**config.mk**
```make
export PLATFORM = sky130hd
export DESIGN_NAME = gpdma_engine
export DESIGN_NICKNAME = d
export VERILOG_FILES = /design/src/rtl/gpdma_pkg.sv /design/src/rtl/gpdma_guard.sv /design/src/rtl/gpdma_boffset.sv /design/src/rtl/gpdma_pick.sv /design/src/rtl/gpdma_engine.sv
export SDC_FILE = /design/constraint.sdc
export NUM_CORES = 1
export LEC_CHECK = 0
export ABC_CLOCK_PERIOD_IN_PS = 4900
export CELL_PAD_IN_SITES_DETAIL_PLACEMENT = 0
export CELL_PAD_IN_SITES_GLOBAL_PLACEMENT = 1
export CORE_AREA = 2 2 221 223
export CTS_CLUSTER_SIZE = 25
export DETAILED_ROUTE_END_ITERATION = 7
export DIE_AREA = 0 0 223 225
export PLACE_DENSITY = 0.72
export SETUP_SLACK_MARGIN = 0.3
export SYNTH_ARGS = -nofsm -noshare
export SYNTH_HDL_FRONTEND = slang
export SYNTH_HIERARCHICAL = 1
export SYNTH_SLANG_ARGS = --single-unit
export TNS_END_PERCENT = 1
```
**constraint.sdc**
```tcl
create_clock -name clk_i -period 4.9 [get_ports clk_i]
set_clock_uncertainty 0.1 [all_clocks]
set_input_delay 0.735 -clock clk_i [delete_from_list [all_inputs] [get_ports clk_i]]
set_output_delay 0.735 -clock clk_i [all_outputs]
set_load 0.02 [all_outputs]
```
**src/rtl/gpdma_pkg.sv**
```systemverilog
`timescale 1ns/1ps
package gpdma_pkg;
    typedef enum logic [1:0] {
        ST_IDLE = 2'd0,
        ST_OVH  = 2'd1,
        ST_XFER = 2'd2
    } dma_state_e;

    // Peripheral window base, added to the 8-bit register index
    localparam logic [15:0] BWIN_BASE = 16'h2100;
    localparam int unsigned SLOT_LAST = 7;
    localparam int unsigned RD_PHASE  = 0;
    localparam int unsigned WR_PHASE  = 4;
endpackage

```
**src/rtl/gpdma_guard.sv**
```systemverilog
`timescale 1ns/1ps
module gpdma_guard (
    input  logic [23:0] addr_i,
    input  logic [7:0]  bsel_i,
    output logic        a_ok_o,
    output logic        x_ok_o
);
    logic low_half;
    logic blk;
    logic wram;
    logic unused_bits;

    assign low_half = !addr_i[22];
    // Register windows reachable only in the lower half of the bank space
    assign blk = low_half && ((addr_i[15:8] == 8'h21)  ||
                              (addr_i[15:9] == 7'h20)  ||
                              (addr_i[15:5] == 11'h210) ||
                              (addr_i[15:7] == 9'h086));
    assign wram = (addr_i[23:17] == 7'h3F) || (low_half && (addr_i[15:13] == 3'b000));
    assign a_ok_o = !blk;
    assign x_ok_o = !((bsel_i == 8'h80) && wram);
    assign unused_bits = ^{addr_i[16], addr_i[4:0]};
endmodule

```
**src/rtl/gpdma_boffset.sv**
```systemverilog
`timescale 1ns/1ps
module gpdma_boffset (
    input  logic [2:0] mode_i,
    input  logic [1:0] idx_i,
    output logic [1:0] off_o
);
    always_comb begin
        case (mode_i)
            3'd1, 3'd5: off_o = {1'b0, idx_i[0]};
            3'd3, 3'd7: off_o = {1'b0, idx_i[1]};
            3'd4:       off_o = idx_i;
            default:    off_o = 2'd0;
        endcase
    end
endmodule

```
**src/rtl/gpdma_pick.sv**
```systemverilog
`timescale 1ns/1ps
module gpdma_pick #(
    parameter int NCH  = 8,
    parameter int CH_W = $clog2(NCH)
) (
    input  logic [NCH-1:0]  mask_i,
    output logic            found_o,
    output logic [CH_W-1:0] idx_o
);
    // Lowest set bit wins: scan downward so the last hit is the smallest
    always_comb begin
        found_o = 1'b0;
        idx_o   = '0;
        for (int i = NCH - 1; i >= 0; i--) begin
            if (mask_i[i]) begin
                found_o = 1'b1;
                idx_o   = CH_W'(i);
            end
        end
    end
endmodule

```
**src/rtl/gpdma_engine.sv**
```systemverilog
`timescale 1ns/1ps
module gpdma_engine
    import gpdma_pkg::*;
#(
    parameter int NCH   = 8,
    parameter int CNT_W = 16,
    parameter int CYC_W = 32
) (
    input  logic                 clk_i,
    input  logic                 rst_ni,
    input  logic                 start_i,
    input  logic [NCH-1:0]       en_mask_i,
    input  logic [NCH-1:0]       cfg_dir_i,
    input  logic [3*NCH-1:0]     cfg_mode_i,
    input  logic [NCH-1:0]       cfg_fixed_i,
    input  logic [NCH-1:0]       cfg_rev_i,
    input  logic [8*NCH-1:0]     cfg_bank_i,
    input  logic [16*NCH-1:0]    cfg_addr_i,
    input  logic [8*NCH-1:0]     cfg_bbase_i,
    input  logic [CNT_W*NCH-1:0] cfg_count_i,
    output logic [23:0]          a_addr_o,
    output logic                 a_rd_o,
    output logic                 a_wr_o,
    output logic [7:0]           a_wdata_o,
    input  logic [7:0]           a_rdata_i,
    output logic [15:0]          b_addr_o,
    output logic                 b_rd_o,
    output logic                 b_wr_o,
    output logic [7:0]           b_wdata_o,
    input  logic [7:0]           b_rdata_i,
    output logic                 busy_o,
    output logic                 stall_o,
    output logic [NCH-1:0]       chan_en_o,
    output logic [CYC_W-1:0]     clk_cnt_o
);
    localparam int CH_W = $clog2(NCH);
    localparam logic [CNT_W-1:0] CNT_ONE = CNT_W'(1);
    localparam logic [CYC_W-1:0] CYC_ONE = CYC_W'(1);
    localparam logic [NCH-1:0]   CH_ONE  = NCH'(1);
    localparam logic [2:0]       PH_RD   = 3'(RD_PHASE);
    localparam logic [2:0]       PH_WR   = 3'(WR_PHASE);
    localparam logic [2:0]       PH_END  = 3'(SLOT_LAST);

    typedef struct packed {
        dma_state_e       st;
        logic [2:0]       ph;
        logic [CH_W-1:0]  ch;
        logic             tail;
        logic [NCH-1:0]   en;
        logic [15:0]      addr;
        logic [CNT_W-1:0] cnt;
        logic [1:0]       idx;
        logic [7:0]       mdr;
        logic             pv;
        logic             pside;
        logic [23:0]      paddr;
        logic [7:0]       pdata;
        logic [CYC_W-1:0] cyc;
    } regs_t;

    regs_t r_q, r_d;

    // Per-channel settings unpacked from the flat ports
    logic             dir_a   [NCH];
    logic             fix_a   [NCH];
    logic             rev_a   [NCH];
    logic [2:0]       mode_a  [NCH];
    logic [7:0]       bank_a  [NCH];
    logic [15:0]      addr_a  [NCH];
    logic [7:0]       bbase_a [NCH];
    logic [CNT_W-1:0] cnt_a   [NCH];

    for (genvar g = 0; g < NCH; g++) begin : g_unpack
        assign dir_a[g]   = cfg_dir_i[g];
        assign fix_a[g]   = cfg_fixed_i[g];
        assign rev_a[g]   = cfg_rev_i[g];
        assign mode_a[g]  = cfg_mode_i[3*g +: 3];
        assign bank_a[g]  = cfg_bank_i[8*g +: 8];
        assign addr_a[g]  = cfg_addr_i[16*g +: 16];
        assign bbase_a[g] = cfg_bbase_i[8*g +: 8];
        assign cnt_a[g]   = cfg_count_i[CNT_W*g +: CNT_W];
    end

    logic            cur_dir;
    logic [23:0]     a_cur;
    logic [1:0]      b_off;
    logic [7:0]      b_cur;
    logic            a_ok, x_ok;
    logic [NCH-1:0]  mask_next;
    logic            pick_found;
    logic [CH_W-1:0] pick_idx;
    logic [7:0]      rd_data;

    assign cur_dir = dir_a[r_q.ch];
    assign a_cur   = {bank_a[r_q.ch], r_q.addr};
    assign b_cur   = bbase_a[r_q.ch] + {6'b0, b_off};

    gpdma_boffset u_boff (
        .mode_i (mode_a[r_q.ch]),
        .idx_i  (r_q.idx),
        .off_o  (b_off)
    );

    gpdma_guard u_rd_guard (
        .addr_i (a_cur),
        .bsel_i (b_cur),
        .a_ok_o (a_ok),
        .x_ok_o (x_ok)
    );

    assign mask_next = r_q.en & ~(r_q.tail ? (CH_ONE << r_q.ch) : '0);

    gpdma_pick #(.NCH(NCH), .CH_W(CH_W)) u_pick (
        .mask_i  (mask_next),
        .found_o (pick_found),
        .idx_o   (pick_idx)
    );

    assign rd_data = cur_dir ? (x_ok ? b_rdata_i : 8'h00) : (a_ok ? a_rdata_i : 8'h00);

    always_comb begin
        r_d = r_q;
        unique case (r_q.st)
            ST_IDLE: begin
                if (start_i) begin
                    r_d.st   = ST_OVH;
                    r_d.ph   = '0;
                    r_d.tail = 1'b0;
                    r_d.en   = en_mask_i;
                    r_d.cyc  = '0;
                    r_d.pv   = 1'b0;
                end
            end
            ST_OVH: begin
                r_d.cyc = r_q.cyc + CYC_ONE;
                r_d.ph  = r_q.ph + 3'd1;
                if (r_q.ph == PH_WR) r_d.pv = 1'b0;
                if (r_q.ph == PH_END) begin
                    r_d.en   = mask_next;
                    r_d.tail = 1'b0;
                    if (pick_found) begin
                        r_d.st   = ST_XFER;
                        r_d.ch   = pick_idx;
                        r_d.addr = addr_a[pick_idx];
                        r_d.cnt  = cnt_a[pick_idx];
                        r_d.idx  = '0;
                    end else begin
                        r_d.st = ST_IDLE;
                    end
                end
            end
            ST_XFER: begin
                r_d.cyc = r_q.cyc + CYC_ONE;
                r_d.ph  = r_q.ph + 3'd1;
                if (r_q.ph == PH_RD) r_d.mdr = rd_data;
                if (r_q.ph == PH_WR) begin
                    r_d.pv    = cur_dir ? a_ok : x_ok;
                    r_d.pside = cur_dir;
                    r_d.paddr = cur_dir ? a_cur : {8'h00, BWIN_BASE + {8'h00, b_cur}};
                    r_d.pdata = r_q.mdr;
                end
                if (r_q.ph == PH_END) begin
                    if (!fix_a[r_q.ch]) begin
                        r_d.addr = rev_a[r_q.ch] ? r_q.addr - 16'd1 : r_q.addr + 16'd1;
                    end
                    r_d.cnt = r_q.cnt - CNT_ONE;
                    r_d.idx = r_q.idx + 2'd1;
                    if (r_q.cnt == CNT_ONE) begin
                        r_d.st   = ST_OVH;
                        r_d.tail = 1'b1;
                    end
                end
            end
            default: r_d.st = ST_IDLE;
        endcase
    end

    always_ff @(posedge clk_i or negedge rst_ni) begin
        if (!rst_ni) r_q <= '0;
        else         r_q <= r_d;
    end

    logic wr_slot, rd_slot;
    assign wr_slot   = (r_q.st != ST_IDLE) && (r_q.ph == PH_WR) && r_q.pv;
    assign rd_slot   = (r_q.st == ST_XFER) && (r_q.ph == PH_RD);
    assign a_wr_o    = wr_slot && r_q.pside;
    assign b_wr_o    = wr_slot && !r_q.pside;
    assign a_rd_o    = rd_slot && !cur_dir && a_ok;
    assign b_rd_o    = rd_slot && cur_dir && x_ok;
    assign a_addr_o  = a_wr_o ? r_q.paddr : a_cur;
    assign b_addr_o  = b_wr_o ? r_q.paddr[15:0] : (BWIN_BASE + {8'h00, b_cur});
    assign a_wdata_o = r_q.pdata;
    assign b_wdata_o = r_q.pdata;
    assign busy_o    = (r_q.st != ST_IDLE);
    assign stall_o   = busy_o;
    assign chan_en_o = r_q.en;
    assign clk_cnt_o = r_q.cyc;

    // Independent filter on the address actually driven during writes
    logic wr_a_ok, unused_wr_x;
    gpdma_guard u_wr_guard (
        .addr_i (a_addr_o),
        .bsel_i (8'h00),
        .a_ok_o (wr_a_ok),
        .x_ok_o (unused_wr_x)
    );

    assert_order_R1: assert property (@(posedge clk_i) disable iff (!rst_ni)
        (r_q.st == ST_OVH && r_q.tail && r_q.ph == PH_END && pick_found) |=> (r_q.ch > $past(r_q.ch)));

    assert_en_clear_R2: assert property (@(posedge clk_i) disable iff (!rst_ni)
        (r_q.st == ST_OVH && r_q.tail && r_q.ph == PH_END) |=> !r_q.en[$past(r_q.ch)]);

    assert_rd_slot_R3: assert property (@(posedge clk_i) disable iff (!rst_ni)
        (a_rd_o || b_rd_o) |-> (r_q.st == ST_XFER && r_q.ph == PH_RD));

    assert_hold_addr_R5: assert property (@(posedge clk_i) disable iff (!rst_ni)
        (r_q.st == ST_XFER && r_q.ph == PH_END && fix_a[r_q.ch]) |=> (r_q.addr == $past(r_q.addr)));

    assert_down_addr_R5: assert property (@(posedge clk_i) disable iff (!rst_ni)
        (r_q.st == ST_XFER && r_q.ph == PH_END && !fix_a[r_q.ch] && rev_a[r_q.ch])
        |=> (r_q.addr == $past(r_q.addr) - 16'd1));

    assert_last_byte_R6: assert property (@(posedge clk_i) disable iff (!rst_ni)
        (r_q.st == ST_XFER && r_q.ph == PH_END && r_q.cnt == CNT_ONE) |=> (r_q.st == ST_OVH && r_q.tail));

    assert_blocked_wr_R7: assert property (@(posedge clk_i) disable iff (!rst_ni)
        a_wr_o |-> wr_a_ok);

    assert_wr_slot_R9: assert property (@(posedge clk_i) disable iff (!rst_ni)
        (a_wr_o || b_wr_o) |-> (r_q.ph == PH_WR && !(a_wr_o && b_wr_o)));

    assert_start_ignored_R10: assert property (@(posedge clk_i) disable iff (!rst_ni)
        (busy_o && start_i && !(r_q.st == ST_OVH && r_q.ph == PH_END)) |=> (r_q.en == $past(r_q.en)));
endmodule

```
; ---- Word level (Yosys, flattened, before mapping)
; Cells that the tools add are included.
[totals]
in_bits = 459
reg_bits = 125
out_inout_bits = 102
[classes]
n_shift = 1
eq_ne = 24
mux = 73
magnitude_cmp = 2
reduce_logical = 42
bitwise_logic = 4
addsub = 8
[ops]
columns = op, count
row1 = 2-to-1 mux 16 bit, 7
row2 = 2-to-1 mux 34 bit, 3
row3 = binary-select mux 16 bit (select 3 bit), 2
row4 = one-hot mux 34 bit (2 select lines), 1
row5 = 2-to-1 mux 8 bit, 8
row6 = one-hot mux 32 bit (2 select lines), 1
row7 = binary-select mux 8 bit (select 3 bit), 2
row8 = 2-to-1 mux 24 bit, 2
row9 = 2-to-1 mux 43 bit, 1
row10 = adder 32 x 1 -> 32 bit (second input constant), 1
row11 = 2-to-1 mux 32 bit, 1
row12 = subtractor 16 x 1 -> 16 bit (second input constant), 2
row13 = 2-to-1 mux 3 bit, 10
row14 = 2-to-1 mux 1 bit, 19
row15 = adder 16 x 1 -> 16 bit (second input constant), 1
row16 = == test 16 x 1 -> 1 bit (second input constant), 1
row17 = != test 2 bit (second input constant), 8
row18 = one-hot mux 8 bit (2 select lines), 1
row19 = adder 14 x 8 -> 15 bit (first input constant), 1
row20 = == test 3 bit (second input constant), 5
row21 = == test 7 x 6 -> 1 bit (second input constant), 2
row22 = logical AND 1 bit, 12
row23 = one-hot mux 2 bit (3 select lines), 2
row24 = AND reduction 4 bit, 3
row25 = other kinds (33), 58

; ---- Depth between registers and ports, before layout
; Gate-level depths: netlist of the first run.
[logic_depth]
word_depth = 19
ltp_mapped = 19
mapped_depth_nobuf = 15

; ---- Cells and area by module
; Netlist of the first run, hierarchy kept.
[modules_own_cells]
columns = mod, cells_per_inst, area_each_um2, n_inst
row1 = gpdma_engine, 1112, 10941.7, 1
row2 = gpdma_guard, 14, 102.6, 1
row3 = gpdma_pick, 13, 80.1, 1
row4 = gpdma_boffset, 4, 37.5, 1

; ---- Worst setup path before layout of the first run
; No wires, ideal clock.
[synth_path]
kind = register -> output
start = register r_q[117] in the netlist's numbering
end = output b_rd_o
path_slack_ps = 217
path_stages_with_launch = 16
arrival_time_ps = 3848
cell_sequence = dfrtp_1 buf_6 clkbuf_1 mux4_2 mux2_2 mux2_1 a32o_1 ha_1 fa_1 inv_1 or3_1 xor2_1 nor4b_1 nand3_1 nand2_1 nor2_2
[synth_via]
elab_chain_len = 12
[synth_lines]
columns = element, line_no
row1 = "start, declared", gpdma_engine.sv:61  ; regs_t r_q, r_d;
row2 = "start signal, assigned", gpdma_engine.sv:180  ; else r_q <= r_d;
row3 = inverter 3 -> 4 bit (implied by the code) (*), gpdma_engine.sv:99  ; .mode_i (mode_a[r_q.ch]),
row4 = binary-select mux 3 bit (select 3 bit) (*), gpdma_engine.sv:99
row5 = 2-to-1 mux 3 bit (implied by the code) (*) (2 in a row), gpdma_engine.sv:99
row6 = "== test 3 x 2 -> 1 bit, or another cell as far along", gpdma_boffset.sv:8  ; case (mode_i)
row7 = OR reduction 2 bit, gpdma_boffset.sv:8
row8 = one-hot mux 2 bit (3 select lines) (*), gpdma_boffset.sv:8
row9 = via b_off[0], gpdma_engine.sv:86  ; logic [1:0] b_off;
row10 = adder 8 x 2 -> 8 bit (*), gpdma_engine.sv:96  ; assign b_cur = bbase_a[r_q.ch] + {6'b0, b_off};
row11 = via b_cur[4], gpdma_engine.sv:87  ; logic [7:0] b_cur;
row12 = == test 8 bit (*), gpdma_guard.sv:21  ; assign x_ok_o = !((bsel_i == 8'h80) && wram);
row13 = logical AND 1 bit (*), gpdma_guard.sv:21
row14 = zero test 1 bit (*), gpdma_guard.sv:21
row15 = via x_ok, gpdma_engine.sv:88  ; logic a_ok, x_ok;
row16 = logical AND 1 bit (*), gpdma_engine.sv:189  ; assign b_rd_o = rd_slot && cur_dir && x_ok;
row17 = "end, declared", gpdma_engine.sv:27  ; output logic b_rd_o,
; The timed path passes the listed nets; every way through them passes the cells marked *. The select of a mux whose other input is x is not followed.

; ---- Final worst setup path of the first run
[layout_path]
start = input cfg_mode_i[10]
end = output b_rd_o
[layout_via]
elab_chain_len = 11
[layout_lines]
columns = element, line_no
row1 = "start, declared", gpdma_engine.sv:14  ; input logic [3*NCH-1:0] cfg_mode_i,
row2 = binary-select mux 3 bit (select 3 bit) (*), gpdma_engine.sv:99
row3 = 2-to-1 mux 3 bit (implied by the code) (*) (2 in a row), gpdma_engine.sv:99
row4 = "== test 3 x 2 -> 1 bit, or another cell as far along", gpdma_boffset.sv:8
row5 = OR reduction 2 bit, gpdma_boffset.sv:8
row6 = one-hot mux 2 bit (3 select lines) (*), gpdma_boffset.sv:8
row7 = via b_off[0], gpdma_engine.sv:86
row8 = adder 8 x 2 -> 8 bit (*), gpdma_engine.sv:96
row9 = via b_cur[4], gpdma_engine.sv:87
row10 = == test 8 bit (*), gpdma_guard.sv:21
row11 = logical AND 1 bit (*), gpdma_guard.sv:21
row12 = zero test 1 bit (*), gpdma_guard.sv:21
row13 = via x_ok, gpdma_engine.sv:88
row14 = logical AND 1 bit (*), gpdma_engine.sv:189
; Marks and branches as above.

==> qor.yml, run 1 <==
status: "finished, final reports clean"
cp.required_ps: 4070
antenna_found_initial: 13
start_util_pct: 23.5
slew_viol_final: 0
clkLatencyLatePin_ps: 440
routabilityCongestion: 0.923
startpoint: "cfg_mode_i[10]"
crit_path_max_fanout: 2
p_seq_share_pct: 22.2
endpoint_kind: "primary output"
syn_area_per_cell_um2: 9.77
ios: 561
synthesis.area_um2: 11200
rr_worst_depth: 11
syn-num-nets: 1630
setup_viol: 0
cts-root-buf: "clkbuf_16"
final_antenna_net_count: 0
drt-total-wl_um: 49800
worstPathArrival_ps: 3940
io_buffers: 560
seqCellArea_um2: 3130
numCtsBuffers: 17
timing.fmax_mhz: 209
cts.path.max_buffers: 2
vias: 11025
p_switching_w: 0.00318
max_slew_margin_pct: 30.4
p_per_area_nw_per_um2: 415
clock_power_share_pct: 16.6
vdd.ir_drop.worst_v: 0.000253
dp_hpwl_um: 41600
tns_ps: 0
r2r_end: "r_q[77]"
vias_per_cell: 4.85
first_pass_iters: 5
area_growth_pct: 60.0
fillers: 4759
grt_max_degree: 63
power_frac_comb_pct: 61.2
max_cap_violations: 0
grtUsageTotal_pct: 19.5
worst_slew_pin_slew_ps: 1040
drive_above_1_share_pct: 14.9
drc_errors: 0
setup_ws_ps: 126
hp-class: "in2async"
ys_warn_count: 6
cp-start-kind: "input pin"
overflow: 0
intPower_w: 0.00423
finalCriticalPeriod_ps: 4770
core-area_um2: 47500
row_count: 80
drt_iter0_drc: 666
grt_pass1_vias: 11523
synthCells: 1142
cts_tree: "built"
p_sw_share_pct: 42.9
critical_path_class: "in2out"
die-area_um2: 50200
cts_hold_buf: 0
rsz0062_at_grt: "yes"
r2r_slack_ps: 570
p_leak_nw: 6.96
clock_sinks: 125
post-place-ws_ps: -602
period_share_pct: 97.4
r2r-start: "r_q[117]"
hold_violations: 0
fp.dieW_um: 223
die_h_um: 225
wire_per_inst_um: 21.9
multiInputGateArea_um2: 7240
grt_first_pass_wirelength_um: 73100
fin_nets: 2125
htree_levels: 4
path_clk_slew_ps: 70
critical_path.endpoint: "b_rd_o"
[per-stage QoR]
stage	hold WS (ps)	area (µm²)	std cells	utilization (%)	power, W
final	163	17900	2273	37.5	0.00741
after floorplan	339	11200	1142	-	0.00455
after CTS	174	17800	2263	37.4	0.00752
after global routing	203	17800	2271	37.5	0.00794
after detailed placement	353	17200	2231	36.1	0.00622
after global placement	361	17200	2231	36.1	0.00616
[worst min path at each step]
stage,startpoint,to,slack (ps)
floorplan,rst_ni,a_cur[0],340
global placement,r_q[60],r_q[60],360
detailed placement,r_q[66],a_wdata_o[0],350
CTS,rst_ni,clk_cnt_o[18],170
global route,rst_ni,clk_cnt_o[18],200
finish,rst_ni,clk_cnt_o[17],160
[per-layer routing]
layer | wire, µm | vias to the layer above | part of all wire, % | track usage [%]
met5 | 29 | - | 0.058 | 0
met4 | 1490 | 4 | 3.0 | 6.84
met3 | 3530 | 54 | 7.1 | 4.89
met2 | 24300 | 424 | 49 | 33.0
met1 | 20400 | 5358 | 41 | 24.2
li1 | - | 5185 | - | -
[layout make-up]
class                           count  share of cell area, %
Inverter                           38                  0.820
Tap cell                          615                   4.31
Clock inverter                     14                  0.694
Multi-Input combinational cell    851                   40.6
Antenna cell                        8                  0.112
Clock buffer                       18                   2.46
Timing Repair Buffer              604                   33.5
Sequential cell                   125                   17.5
[sequential cells by signal, indices dropped and copies added, names as in the netlist]
register	cells
chan_en_o	8
a_wdata_o	8
r_q	61
a_cur	16
clk_cnt_o	32
[power by group through the flow]
stage / Sequential (W) / Combinational (W) / Clock (W)
detailed placement: 0.00166 / 0.00456 / 0
global placement: 0.00165 / 0.00452 / 0
CTS: 0.00164 / 0.00460 / 0.00127
floorplan: 0.00154 / 0.00301 / 0
finish: 0.00164 / 0.00453 / 0.00123
global route: 0.00169 / 0.00493 / 0.00132
[cells in the final DEF, fill, tap and decap left out, types with 25 or more instances in the layout]
| cell | n |
|---|---|
| nand3_1 | 30 |
| xor2_1 | 25 |
| buf_4 | 40 |
| mux4_2 | 100 |
| dfrtp_1 | 123 |
| inv_1 | 36 |
| mux2i_1 | 57 |
| clkdlybuf4s50_1 | 543 |
| mux2_2 | 32 |
| a21oi_1 | 60 |
| ha_1 | 25 |
| o21ai_0 | 65 |
| nand2_1 | 170 |
| nor2_1 | 69 |
[worst max-delay path, cell delays in order]
cell and delay [ps]:
dlygate4sd2_1 230, mux4_2 450, mux2_4 300, mux2_4 300
a32o_2 260, ha_4 180, fa_2 370, inv_2 90
or3_1 120, xor2_1 90, nor4b_2 290, nand3_1 190
nand2_1 120, nor2_2 60, buf_6 150
[what timing repair did]
action,CTS,global route
pin swaps,9,4
endpoints found under the setup margin,11,24
cloned,0,0
buffers inserted,0,2
resized for setup,36,5
Power figures use the tool's default switching activity.
==> inputs of run 2 (changes only) <==
--- a/config.mk
+++ b/config.mk
@@ -5,7 +5,6 @@
 export SDC_FILE = /design/constraint.sdc
 export NUM_CORES = 1
 export LEC_CHECK = 0
-export ABC_CLOCK_PERIOD_IN_PS = 4900
 export CELL_PAD_IN_SITES_DETAIL_PLACEMENT = 0
 export CELL_PAD_IN_SITES_GLOBAL_PLACEMENT = 1
 export CORE_AREA = 2 2 221 223
==> results of run 2 <==
Same layout as run 1: the final DEF is identical, and so are final timing and power.
